$ cat src/rtl/sertx_pkg.sv
package sertx_pkg;
  localparam int DATA_W  = 8;
  localparam int IDX_W   = $clog2(DATA_W);
  localparam int OVS     = 16;
  localparam int OVS_W   = $clog2(OVS);
  localparam int LS_W    = 8;
  localparam int LS_HOLD = 5;
  localparam int LS_TEMT = 6;

  typedef enum logic [2:0] {
    S_IDLE,
    S_START,
    S_DATA,
    S_PAR,
    S_STOP
  } frame_st_e;

  typedef struct packed {
    logic [1:0] wlen;
    logic       pen;
    logic       peven;
    logic       stop2;
  } frame_cfg_t;

  // index of the final data bit for a word-length code (00 -> 5 bits)
  function automatic logic [IDX_W-1:0] final_idx(input logic [1:0] wlen);
    return IDX_W'(4) + IDX_W'(wlen);
  endfunction
endpackage

$ cat src/rtl/sertx_fifo.sv
module sertx_fifo #(
  parameter int DEPTH = 16,
  parameter int W     = 8,
  localparam int AW   = $clog2(DEPTH),
  localparam int CW   = $clog2(DEPTH + 1)
) (
  input  logic          clk,
  input  logic          rst_n,
  input  logic          single_slot,
  input  logic          push,
  input  logic [W-1:0]  push_data,
  input  logic          pop,
  output logic [W-1:0]  head,
  output logic          empty,
  output logic [CW-1:0] fill
);
  logic [W-1:0]  mem [DEPTH];
  logic [AW-1:0] wr_q, wr_d, rd_q, rd_d;
  logic [CW-1:0] fill_q, fill_d;
  logic          full, accept, take;

  function automatic logic [AW-1:0] bump(input logic [AW-1:0] p);
    return (p == AW'(DEPTH - 1)) ? '0 : p + 1'b1;
  endfunction

  assign empty  = (fill_q == '0);
  assign full   = single_slot ? (fill_q != '0) : (fill_q == CW'(DEPTH));
  assign take   = pop && !empty;
  assign accept = push && (!full || take);
  assign head   = mem[rd_q];
  assign fill   = fill_q;

  always_comb begin
    wr_d   = accept ? bump(wr_q) : wr_q;
    rd_d   = take ? bump(rd_q) : rd_q;
    fill_d = fill_q + CW'(accept) - CW'(take);
  end

  always_ff @(posedge clk or negedge rst_n) begin
    if (!rst_n) begin
      wr_q   <= '0;
      rd_q   <= '0;
      fill_q <= '0;
    end else begin
      wr_q   <= wr_d;
      rd_q   <= rd_d;
      fill_q <= fill_d;
    end
  end

  always_ff @(posedge clk) begin
    if (accept) mem[wr_q] <= push_data;
  end
endmodule

$ cat src/rtl/sertx_shifter.sv
module sertx_shifter
  import sertx_pkg::*;
(
  input  logic              clk,
  input  logic              rst_n,
  input  logic              tick,
  input  logic              avail,
  input  logic [DATA_W-1:0] data_in,
  input  frame_cfg_t        cfg_in,
  output logic              pop,
  output logic              txd,
  output logic              busy
);
  frame_st_e         st_q, st_d;
  logic [OVS_W-1:0]  sub_q, sub_d;
  logic [IDX_W-1:0]  idx_q, idx_d;
  logic [DATA_W-1:0] sh_q, sh_d;
  logic              par_q, par_d;
  logic              stp_q, stp_d;
  frame_cfg_t        cfg_q, cfg_d;
  logic              field_end, do_load;

  assign field_end = tick && (sub_q == OVS_W'(OVS - 1));

  always_comb begin
    st_d    = st_q;
    sub_d   = sub_q;
    idx_d   = idx_q;
    sh_d    = sh_q;
    par_d   = par_q;
    stp_d   = stp_q;
    cfg_d   = cfg_q;
    do_load = 1'b0;
    if (st_q != S_IDLE && tick) sub_d = sub_q + 1'b1;
    unique case (st_q)
      S_IDLE:  if (avail) do_load = 1'b1;
      S_START: if (field_end) begin
        st_d  = S_DATA;
        idx_d = '0;
      end
      S_DATA: if (field_end) begin
        par_d = par_q ^ sh_q[0];
        sh_d  = sh_q >> 1;
        if (idx_q == final_idx(cfg_q.wlen)) begin
          st_d  = cfg_q.pen ? S_PAR : S_STOP;
          stp_d = 1'b0;
        end else begin
          idx_d = idx_q + 1'b1;
        end
      end
      S_PAR: if (field_end) begin
        st_d  = S_STOP;
        stp_d = 1'b0;
      end
      S_STOP: if (field_end) begin
        if (cfg_q.stop2 && !stp_q) stp_d = 1'b1;
        else if (avail)            do_load = 1'b1;
        else                       st_d = S_IDLE;
      end
      default: st_d = S_IDLE;
    endcase
    if (do_load) begin
      st_d  = S_START;
      sub_d = '0;
      sh_d  = data_in;
      par_d = 1'b0;
      cfg_d = cfg_in;
    end
  end

  assign pop  = do_load;
  assign busy = (st_q != S_IDLE);

  always_comb begin
    unique case (st_q)
      S_START: txd = 1'b0;
      S_DATA:  txd = sh_q[0];
      S_PAR:   txd = cfg_q.peven ? par_q : ~par_q;
      default: txd = 1'b1;
    endcase
  end

  always_ff @(posedge clk or negedge rst_n) begin
    if (!rst_n) begin
      st_q  <= S_IDLE;
      sub_q <= '0;
      idx_q <= '0;
      sh_q  <= '0;
      par_q <= 1'b0;
      stp_q <= 1'b0;
      cfg_q <= '0;
    end else begin
      st_q  <= st_d;
      sub_q <= sub_d;
      idx_q <= idx_d;
      sh_q  <= sh_d;
      par_q <= par_d;
      stp_q <= stp_d;
      cfg_q <= cfg_d;
    end
  end
endmodule

$ cat src/rtl/sertx_top.sv
module sertx_top
  import sertx_pkg::*;
#(
  parameter int FIFO_DEPTH = 16,
  localparam int FILL_W    = $clog2(FIFO_DEPTH + 1)
) (
  input  logic              clk,
  input  logic              rst_n,
  input  logic              baud_tick,
  input  logic              wr_en,
  input  logic [DATA_W-1:0] wr_data,
  input  logic              fifo_mode,
  input  logic [1:0]        word_len,
  input  logic              par_en,
  input  logic              par_even,
  input  logic              two_stop,
  input  logic              irq_en,
  output logic              txd,
  output logic [LS_W-1:0]   line_status,
  output logic              irq
);
  logic [1:0]        rs_q;
  logic              rst_sync_n;
  logic              fifo_empty, tx_pop, tx_busy;
  logic [DATA_W-1:0] fifo_head;
  logic [FILL_W-1:0] fifo_fill;
  frame_cfg_t        cfg_w;

  always_ff @(posedge clk or negedge rst_n) begin
    if (!rst_n) rs_q <= '0;
    else        rs_q <= {rs_q[0], 1'b1};
  end
  assign rst_sync_n = rs_q[1];

  assign cfg_w = '{wlen: word_len, pen: par_en, peven: par_even, stop2: two_stop};

  sertx_fifo #(.DEPTH(FIFO_DEPTH), .W(DATA_W)) u_fifo (
    .clk        (clk),
    .rst_n      (rst_sync_n),
    .single_slot(!fifo_mode),
    .push       (wr_en),
    .push_data  (wr_data),
    .pop        (tx_pop),
    .head       (fifo_head),
    .empty      (fifo_empty),
    .fill       (fifo_fill)
  );

  sertx_shifter u_shift (
    .clk    (clk),
    .rst_n  (rst_sync_n),
    .tick   (baud_tick),
    .avail  (!fifo_empty),
    .data_in(fifo_head),
    .cfg_in (cfg_w),
    .pop    (tx_pop),
    .txd    (txd),
    .busy   (tx_busy)
  );

  always_comb begin
    line_status          = '0;
    line_status[LS_HOLD] = fifo_empty;
    line_status[LS_TEMT] = fifo_empty && !tx_busy;
  end

  assign irq = irq_en && fifo_empty;
endmodule

$ cat config.mk
export PLATFORM = sky130hd
export DESIGN_NAME = sertx_top
export DESIGN_NICKNAME = d
export VERILOG_FILES = /design/src/rtl/sertx_pkg.sv /design/src/rtl/sertx_fifo.sv /design/src/rtl/sertx_shifter.sv /design/src/rtl/sertx_top.sv
export SDC_FILE = /design/constraint.sdc
export NUM_CORES = 1
export LEC_CHECK = 0
export ABC_CLOCK_PERIOD_IN_PS = 2500
export BUFFER_PORTS_ARGS = -buffer_cell sky130_fd_sc_hd__clkbuf_2
export CAP_MARGIN = 40
export CORE_ASPECT_RATIO = 0.6
export CORE_MARGIN = 10
export CORE_UTILIZATION = 40
export CTS_CLUSTER_SIZE = 40
export DETAILED_ROUTE_END_ITERATION = 10
export SLEW_MARGIN = 20
export SYNTH_ARGS = -nofsm -noshare
export SYNTH_HDL_FRONTEND = slang
export SYNTH_SLANG_ARGS = --single-unit
export TNS_END_PERCENT = 5
$ cat constraint.sdc
create_clock -name clk -period 2.5 [get_ports clk]
set_input_delay 0.375 -clock clk [delete_from_list [all_inputs] [get_ports clk]]
set_output_delay 0.375 -clock clk [all_outputs]
set_load 0.05 [all_outputs]
==> flow_summary.ini, run 1 <==
[yosys]
synth_async_sr_flop_share_pct = 23.8
post_synthesis_sequential_area_ratio_pct = 66.2
yosys.area.top_type_share_pct = 52.5
muxShareOfSynthArea_pct = 13.1
cell_variety_after_synth = 58
syn_area_per_cell_um2 = 16.5
synth_compound_area_share_pct = 5.68
post_synth_inst_count = 444
syn_area_um2 = 7320
synth_largest_area_cell = sky130_fd_sc_hd__edfxtp_1
ys_ff_latch = 168
synth.yosys.warnings = 0
synth_top_family_by_area = multiplexers
dominantRegCellSynth = sky130_fd_sc_hd__edfxtp_1
post_synth_fa_ha_maj_area_fraction_pct = 2.33
post_synth_xor_area_fraction_pct = 1.68
synth-simple-area-share_pct = 7.61
synth.most_common_cell = sky130_fd_sc_hd__edfxtp_1
synth-edff-count = 128
synth.top_cells.by_count = sky130_fd_sc_hd__edfxtp_1, sky130_fd_sc_hd__dfrtp_1, sky130_fd_sc_hd__mux4_1, sky130_fd_sc_hd__nand2_1, sky130_fd_sc_hd__nor2_1
post_synth_main_area_contributors = sky130_fd_sc_hd__edfxtp_1, sky130_fd_sc_hd__dfrtp_1, sky130_fd_sc_hd__mux4_1

[drt]
drtPass1Iterations = 4
drt_first_iter_violations = 260
detail_route.vias_per_cell = 5.31
wl_mm = 14.6
dr_vias = 3938
remaining_drc_errors = 0
wire_per_inst_um = 19.6
detail-route-antenna-nets = 0

[place]
port-buffer-count = 22
gpl_congestion = 0.771
dp.cells = 708
dp_hpwl_mm = 9.87

[floorplanning]
fp.dieW_um = 195
coreArea_um2 = 18000
die_height_um = 125
floorplan.initialDensity_pct = 40.6
boundaryPins = 29
row_count = 38
dieArea_um2 = 24300

[clock_network]
cts_root_buffer = sky130_fd_sc_hd__clkbuf_16
worst_skew_pair.late_latency_ps = 420
tritoncts.num_buffers = 17
clock_path_buffers = 2
tritoncts_num_sinks = 168
tritoncts = built
worst_setup_hold_path_clk_slew_ps = 70
cts.htree.levels = 4

[pwr]
worst_vdd_rail_ir_drop_v = 0.000475
power.share.sequential_pct = 40.9
cellLeakagePower_uw = 0.00314
power.share.combinational_pct = 31.9
clkPwrFrac_pct = 27.2
netSwitchingPower_uw = 2950
power_switching_share_pct = 32.3
cellPowerDensity_nw_per_um2 = 1100
cell_internal_pwr_uw = 6210

[worst_setup_path]
crit-reg2reg-launch = u_shift.sub_q[0]$_DFFE_PN0P_
slowest_stage_cell_on_the_critical_path = sky130_fd_sc_hd__dfrtp_1
reg2reg_setup_slack_ps = 110
max_stage_delay_ps = 400
worstSetupStartpointType = flop
path_buf_inv = 0
crit-reg2reg-capture = u_fifo.fill[4]$_DFF_PN0_
worst-path-stages = 11
worstSetupEndpoint = u_fifo.fill[4]$_DFF_PN0_
cp_cell_sequence = ha_2 > nand4_2 > o21ai_2 > a221o_2 > and2_4 > ha_2 > fa_2 > a21oi_1 > nor2_1 > nor2_1 > xnor2_1
setup.worst_path.end_class = flop
crit_path_max_fanout = 3
cp_data_arrival_time_ps = 2720
timing.critical_path.required_ps = 2830
worst-r2r-cell-count = 11
cpLargestDelayFamily = adder cells
crit_path_start = u_shift.sub_q[0]$_DFFE_PN0P_
crit_type = flop to flop

[min_path]
hold_path_depth = 3
hold_path_class = input pin to flop

[sta]
relSlewSlack_pct = 50.4
least_margin_pin_slew_ps = 744
hold-worst-slack_ps = 181
rsz0062_at_grt = no
finalSetupViolCount = 0
period_utilization_pct = 95.4
final_period_minus_worst_setup_slack_ps = 2390
max_freq_mhz = 419
tns_ps = 0
slew_violations = 0
skew_ps = 12.0
finalHoldViolations = 0

[finish]
final_cell_count_no_fill = 742
design.final.nets = 521
final.fill_count = 1521
layout.core_utilization_pct = 46.4
antennaDiodeCount = 0
post_route_cells_drive_above_1_share_pct = 22.9
area_growth_pct = 14.3

[grt]
globalRoute.totalOverflow = 0
grt_start_max_net_pins = 42
grt_first_pass_wirelength_mm = 23.3
grtUsageTotal_pct = 12.3
antenna_violations_before_repair = 0
first_global_vias = 3935

[status]
outcome = finished clean

[run]
maxCapViolCount = 0
[how the worst min path moves through the flow]
stage,from,to,slack [ps]
finish,par_en,u_shift.cfg_q[2]$_DFFE_PN0N_,180
global route,word_len[0],u_shift.cfg_q[3]$_DFFE_PN0N_,180
CTS,par_en,u_shift.cfg_q[2]$_DFFE_PN0N_,170
detailed placement,rst_n,rs_q[1]$_DFF_PN0_,160
global placement,rst_n,rs_q[0]$_DFF_PN0_,160
floorplan,rst_n,rs_q[0]$_DFF_PN0_,80
[cell type report]
| type | count | area, um^2 | area share, % |
|---|---|---|---|
| Inverter | 9 | 33.8 | 0.404 |
| Clock buffer | 18 | 429 | 5.13 |
| Timing Repair Buffer | 51 | 355 | 4.25 |
| Sequential cell | 168 | 4840 | 58.0 |
| Multi-Input combinational cell | 242 | 2260 | 27.0 |
| Clock inverter | 14 | 138 | 1.65 |
| Tap cell | 240 | 300 | 3.59 |
[power by group through the flow]
stage               combinational, uW  clock (uW)  sequential, uW
detailed placement               2910           0            3800
CTS                              2920        2540            3750
global placement                 2860           0            3780
finish                           2920        2490            3750
global route                     3190        2690            3790
floorplan                        2290           0            3650
[layout by cell type (no fill, tap or decap), drive strengths merged, types with 14 or more instances in the layout]
master / netlist / routed
buf: 21 / 28
mux2i: 16 / 16
nor2: 19 / 19
mux4: 25 / 25
dfrtp: 40 / 40
nand2: 19 / 19
o21ai: 18 / 18
inv: 8 / 14
clkbuf: 9 / 40
edfxtp: 128 / 128
[kinds of logic (layout without fill, tap and decap cells)]
kind of cell	count (synthesis)	after routing
multiplexers	54	54
other	2	7
XOR/XNOR	14	14
buffers and inverters	39	92
adder cells (fa/ha/maj)	13	13
flip-flops	168	168
AO/OA/AOI/OAI	57	57
AND/OR/NAND/NOR	97	97
[layer usage]
metal	track usage [%]	routed length, um	share of wire (%)	up-vias
met2	17.1	6190	43	94
li1	-	-	-	1835
met4	3.83	144	0.99	0
met1	18.6	7120	49	1999
met3	2.55	1110	7.6	10
met5	0	0	0	-
[timing repair]
| action | in CTS | in global routing |
|---|---|---|
| hold buffers | 1 | 0 |
| setup buffers | 0 | 1 |
| setup endpoints to repair | 0 | 1 |
| gates resized for setup | 0 | 1 |
| endpoints found under the hold margin | 2 | 0 |
[worst register-to-register path, stage by stage, from the launching register on]
cell,delay (ps)
sky130_fd_sc_hd__dfrtp_1,400
sky130_fd_sc_hd__ha_2,210
sky130_fd_sc_hd__nand4_2,90
sky130_fd_sc_hd__o21ai_2,100
sky130_fd_sc_hd__a221o_2,370
sky130_fd_sc_hd__and2_4,170
sky130_fd_sc_hd__ha_2,190
sky130_fd_sc_hd__fa_2,350
sky130_fd_sc_hd__a21oi_1,130
sky130_fd_sc_hd__nor2_1,50
sky130_fd_sc_hd__nor2_1,110
sky130_fd_sc_hd__xnor2_1,140
[stage by stage]
stage                     setup WS [ps]  power [uW]  instance area, um^2
after floorplan                    9.60        5950                 7340
after global placement              122        6630                 7770
after detailed placement           82.4        6710                 7770
after CTS                          59.1        9210                 8350
after global routing               6.74        9670                 8360
final                               115        9160                 8360
[sequential cells by signal, summed over array words and instances (netlist names), 4 cells and up]
name	count
u_shift.sub_q	4
u_fifo.fill	5
u_fifo.wr_q	4
u_shift.sh_q	8
u_fifo.rd_q	4
u_shift.cfg_q	5
u_fifo.mem	128
No activity file was read; power rests on OpenSTA's default activity.
==> inputs of run 2 (changes only) <==
Settings changed: CORE_MARGIN 10 to 8, SYNTH_HIERARCHICAL set to 1.
==> flow_summary.ini, run 2 <==
[status]
outcome = complete, but fails checks
failed_checks = setup timing

[yosys]
synth.yosys.warnings = 6
synth-simple-area-share_pct = 6.59
synth_async_sr_flop_share_pct = 23.8
synth-edff-count = 128
dominantRegCellSynth = sky130_fd_sc_hd__edfxtp_1
syn_area_um2 = 7420
post_synth_inst_count = 473
syn_area_per_cell_um2 = 15.7
yosys.area.top_type_share_pct = 51.8
synth_top_family_by_area = multiplexers
muxShareOfSynthArea_pct = 11.3
synth_compound_area_share_pct = 8.36
post_synthesis_sequential_area_ratio_pct = 65.3
synth_largest_area_cell = sky130_fd_sc_hd__edfxtp_1
ys_ff_latch = 168
synth.most_common_cell = sky130_fd_sc_hd__edfxtp_1
post_synth_xor_area_fraction_pct = 1.53
post_synth_main_area_contributors = sky130_fd_sc_hd__edfxtp_1, sky130_fd_sc_hd__dfrtp_1, sky130_fd_sc_hd__mux2i_1
cell_variety_after_synth = 63
synth.top_cells.by_count = sky130_fd_sc_hd__edfxtp_1, sky130_fd_sc_hd__dfrtp_1, sky130_fd_sc_hd__mux2i_1, sky130_fd_sc_hd__nand2_1, sky130_fd_sc_hd__inv_1
post_synth_fa_ha_maj_area_fraction_pct = 2.46

[drt]
detail_route.vias_per_cell = 5.34
drt_first_iter_violations = 367
wl_mm = 15.9
dr_vias = 4263
detail-route-antenna-nets = 0
remaining_drc_errors = 0
wire_per_inst_um = 19.9
drtPass1Iterations = 5

[sta]
hold-worst-slack_ps = 116
finalHoldViolations = 0
max_freq_mhz = 381
skew_ps = 11.2
slew_violations = 0
fin_ws_ps = -122
finalSetupViolCount = 2
relSlewSlack_pct = 59.7
rsz0062_at_grt = yes
least_margin_pin_slew_ps = 605
period_utilization_pct = 105
final_period_minus_worst_setup_slack_ps = 2620

[place]
instance_area_at_placement_um2 = 8060
gpl_congestion = 0.823
dp_hpwl_mm = 11.0
port-buffer-count = 22
dp.cells = 762

[worst_setup_path]
worst-r2r-cell-count = 18
setup.worst_path.end_class = flop
crit_path_max_fanout = 4
cp_cell_sequence = inv_2 > ha_4 > nor4b_4 > inv_1 > and2_4 > nand2_4 > clkinv_4 > o21a_4 > inv_2 > ha_4 > inv_2 > ha_4 > inv_2 > fa_2 > inv_1 > a21oi_1 > o21bai_1 > xnor2_1
cp_data_arrival_time_ps = 2970
timing.critical_path.required_ps = 2850
worstSetupStartpointType = flop
slowest_stage_cell_on_the_critical_path = sky130_fd_sc_hd__dfrtp_1
critPathMostFrequentCell = sky130_fd_sc_hd__inv_2
max_stage_delay_ps = 390
crit_type = flop to flop
reg2reg_setup_slack_ps = -120

[min_path]
hold_path_class = flop to asynchronous set/reset pin

[clock_network]
tritoncts.num_buffers = 17
clock_path_buffers = 2
worst_setup_hold_path_clk_slew_ps = 70
cts_root_buffer = sky130_fd_sc_hd__clkbuf_16
tritoncts = built
worst_skew_pair.late_latency_ps = 430
cts.htree.levels = 4
tritoncts_num_sinks = 168

[grt]
first_global_vias = 4232
use_met3_pct = 3.21
grtUsageMet2_pct = 19.9
grtUsageTotal_pct = 14.2
globalRoute.totalOverflow = 0
grt.met1_usage_pct = 21.5
grt_start_max_net_pins = 32
grt_first_pass_wirelength_mm = 24.8
global_route.peak_usage_layer = met1
antenna_violations_before_repair = 0

[finish]
max_ffs_per_register = 128
post_route_cells_drive_above_1_share_pct = 28.9
layout.core_utilization_pct = 47.9
area_growth_pct = 17.0
final_cell_count_no_fill = 798
largest-register = u_fifo/mem
final_cell_mix = sky130_fd_sc_hd__edfxtp_1, sky130_fd_sc_hd__buf_4, sky130_fd_sc_hd__mux2i_1
design.final.nets = 578
antennaDiodeCount = 0
layout.cell_area.non_filler_um2 = 8680
mostFrequentLayoutCell = sky130_fd_sc_hd__edfxtp_1
largest_registers = u_fifo/mem (128), u_shift/sh_q (8)

[pwr]
worst_vdd_rail_ir_drop_v = 0.000429
cellLeakagePower_uw = 0.00327
fin_total_pwr_uw = 7330
cellPowerDensity_nw_per_um2 = 844

[floorplanning]
boundaryPins = 29
row_count = 38
floorplan.initialDensity_pct = 41.0
dieArea_um2 = 23300
fp.dieW_um = 192
coreArea_um2 = 18100
die_height_um = 122

[run]
maxCapViolCount = 0
==> run 2: worst max-delay path: cells and delay by family (launching register included) <==
kind,cells,cell delay (ps)
AND/OR/NAND/NOR,3,440
flip-flops,1,390
AO/OA/AOI/OAI,3,400
buffers and inverters,7,410
adder cells (fa/ha/maj),4,790
XOR/XNOR,1,140
==> run 2: power breakdown <==
part	internal, uW	switching, uW	leakage, uW
logic	613	685	0.00132
clock network	1410	1170	0.000283
registers	3260	186	0.00166
total	5290	2040	0.00327
==> run 2: layer usage <==
layer | share of wire [%] | vias to the layer above | routed length, um
met5 | 0 | - | 0
met4 | 0.66 | 0 | 105
met3 | 6.8 | 12 | 1080
met2 | 43 | 114 | 6800
met1 | 50 | 2185 | 7930
li1 | - | 1952 | -
==> run 2: final cells by class <==
cell class / instances / area, um^2
fill: 1553 / 9430
multi-input combinational: 261 / 2330
sequential: 168 / 4850
inverter: 21 / 83.8
clock buffer: 17 / 425
clock inverter: 15 / 153
timing repair buffer: 76 / 543
tap: 240 / 300
==> run 2: timing repair <==
action / in CTS / in global routing
hold buffers: 1 / 0
resized for setup: 3 / 0
endpoints found under the hold margin: 2 / 0
setup endpoints to repair: 12 / 4
pin swaps: 4 / 0
setup buffers: 2 / 0
==> run 2: kinds of logic after synthesis <==
family                   Yosys count
adder cells (fa/ha/maj)           14
XOR/XNOR                          13
other                              2
AND/OR/NAND/NOR                   87
multiplexers                      62
AO/OA/AOI/OAI                     78
buffers and inverters             49
flip-flops                       168
==> run 2: stage by stage <==
step           setup slack [ps]  setup TNS [ps]
2_1_floorplan              -546           -1530
3_3_place_gp               -175            -227
3_5_place_dp               -209            -338
4_1_cts                    -130            -149
5_1_grt                    -291            -528
6_report                   -122            -128
==> run 2: path summary, 6_finish.rpt <==
check / to / startpoint
worst min-delay path: u_fifo/fill[2]$_DFF_PN0_ / rs_q[1]$_DFF_PN0_
max in group asynchronous: u_fifo/rd_q[0]$_DFFE_PN0P_ / rs_q[1]$_DFF_PN0_
min in group clk: u_shift/cfg_q[2]$_DFFE_PN0N_ / par_en
worst max-delay path: u_fifo/fill[4]$_DFF_PN0_ / u_fifo/fill[3]$_DFF_PN0_
worst max register to register: u_fifo/fill[4]$_DFF_PN0_ / u_fifo/fill[3]$_DFF_PN0_
worst min register to register: u_fifo/fill[2]$_DFF_PN0_ / rs_q[1]$_DFF_PN0_
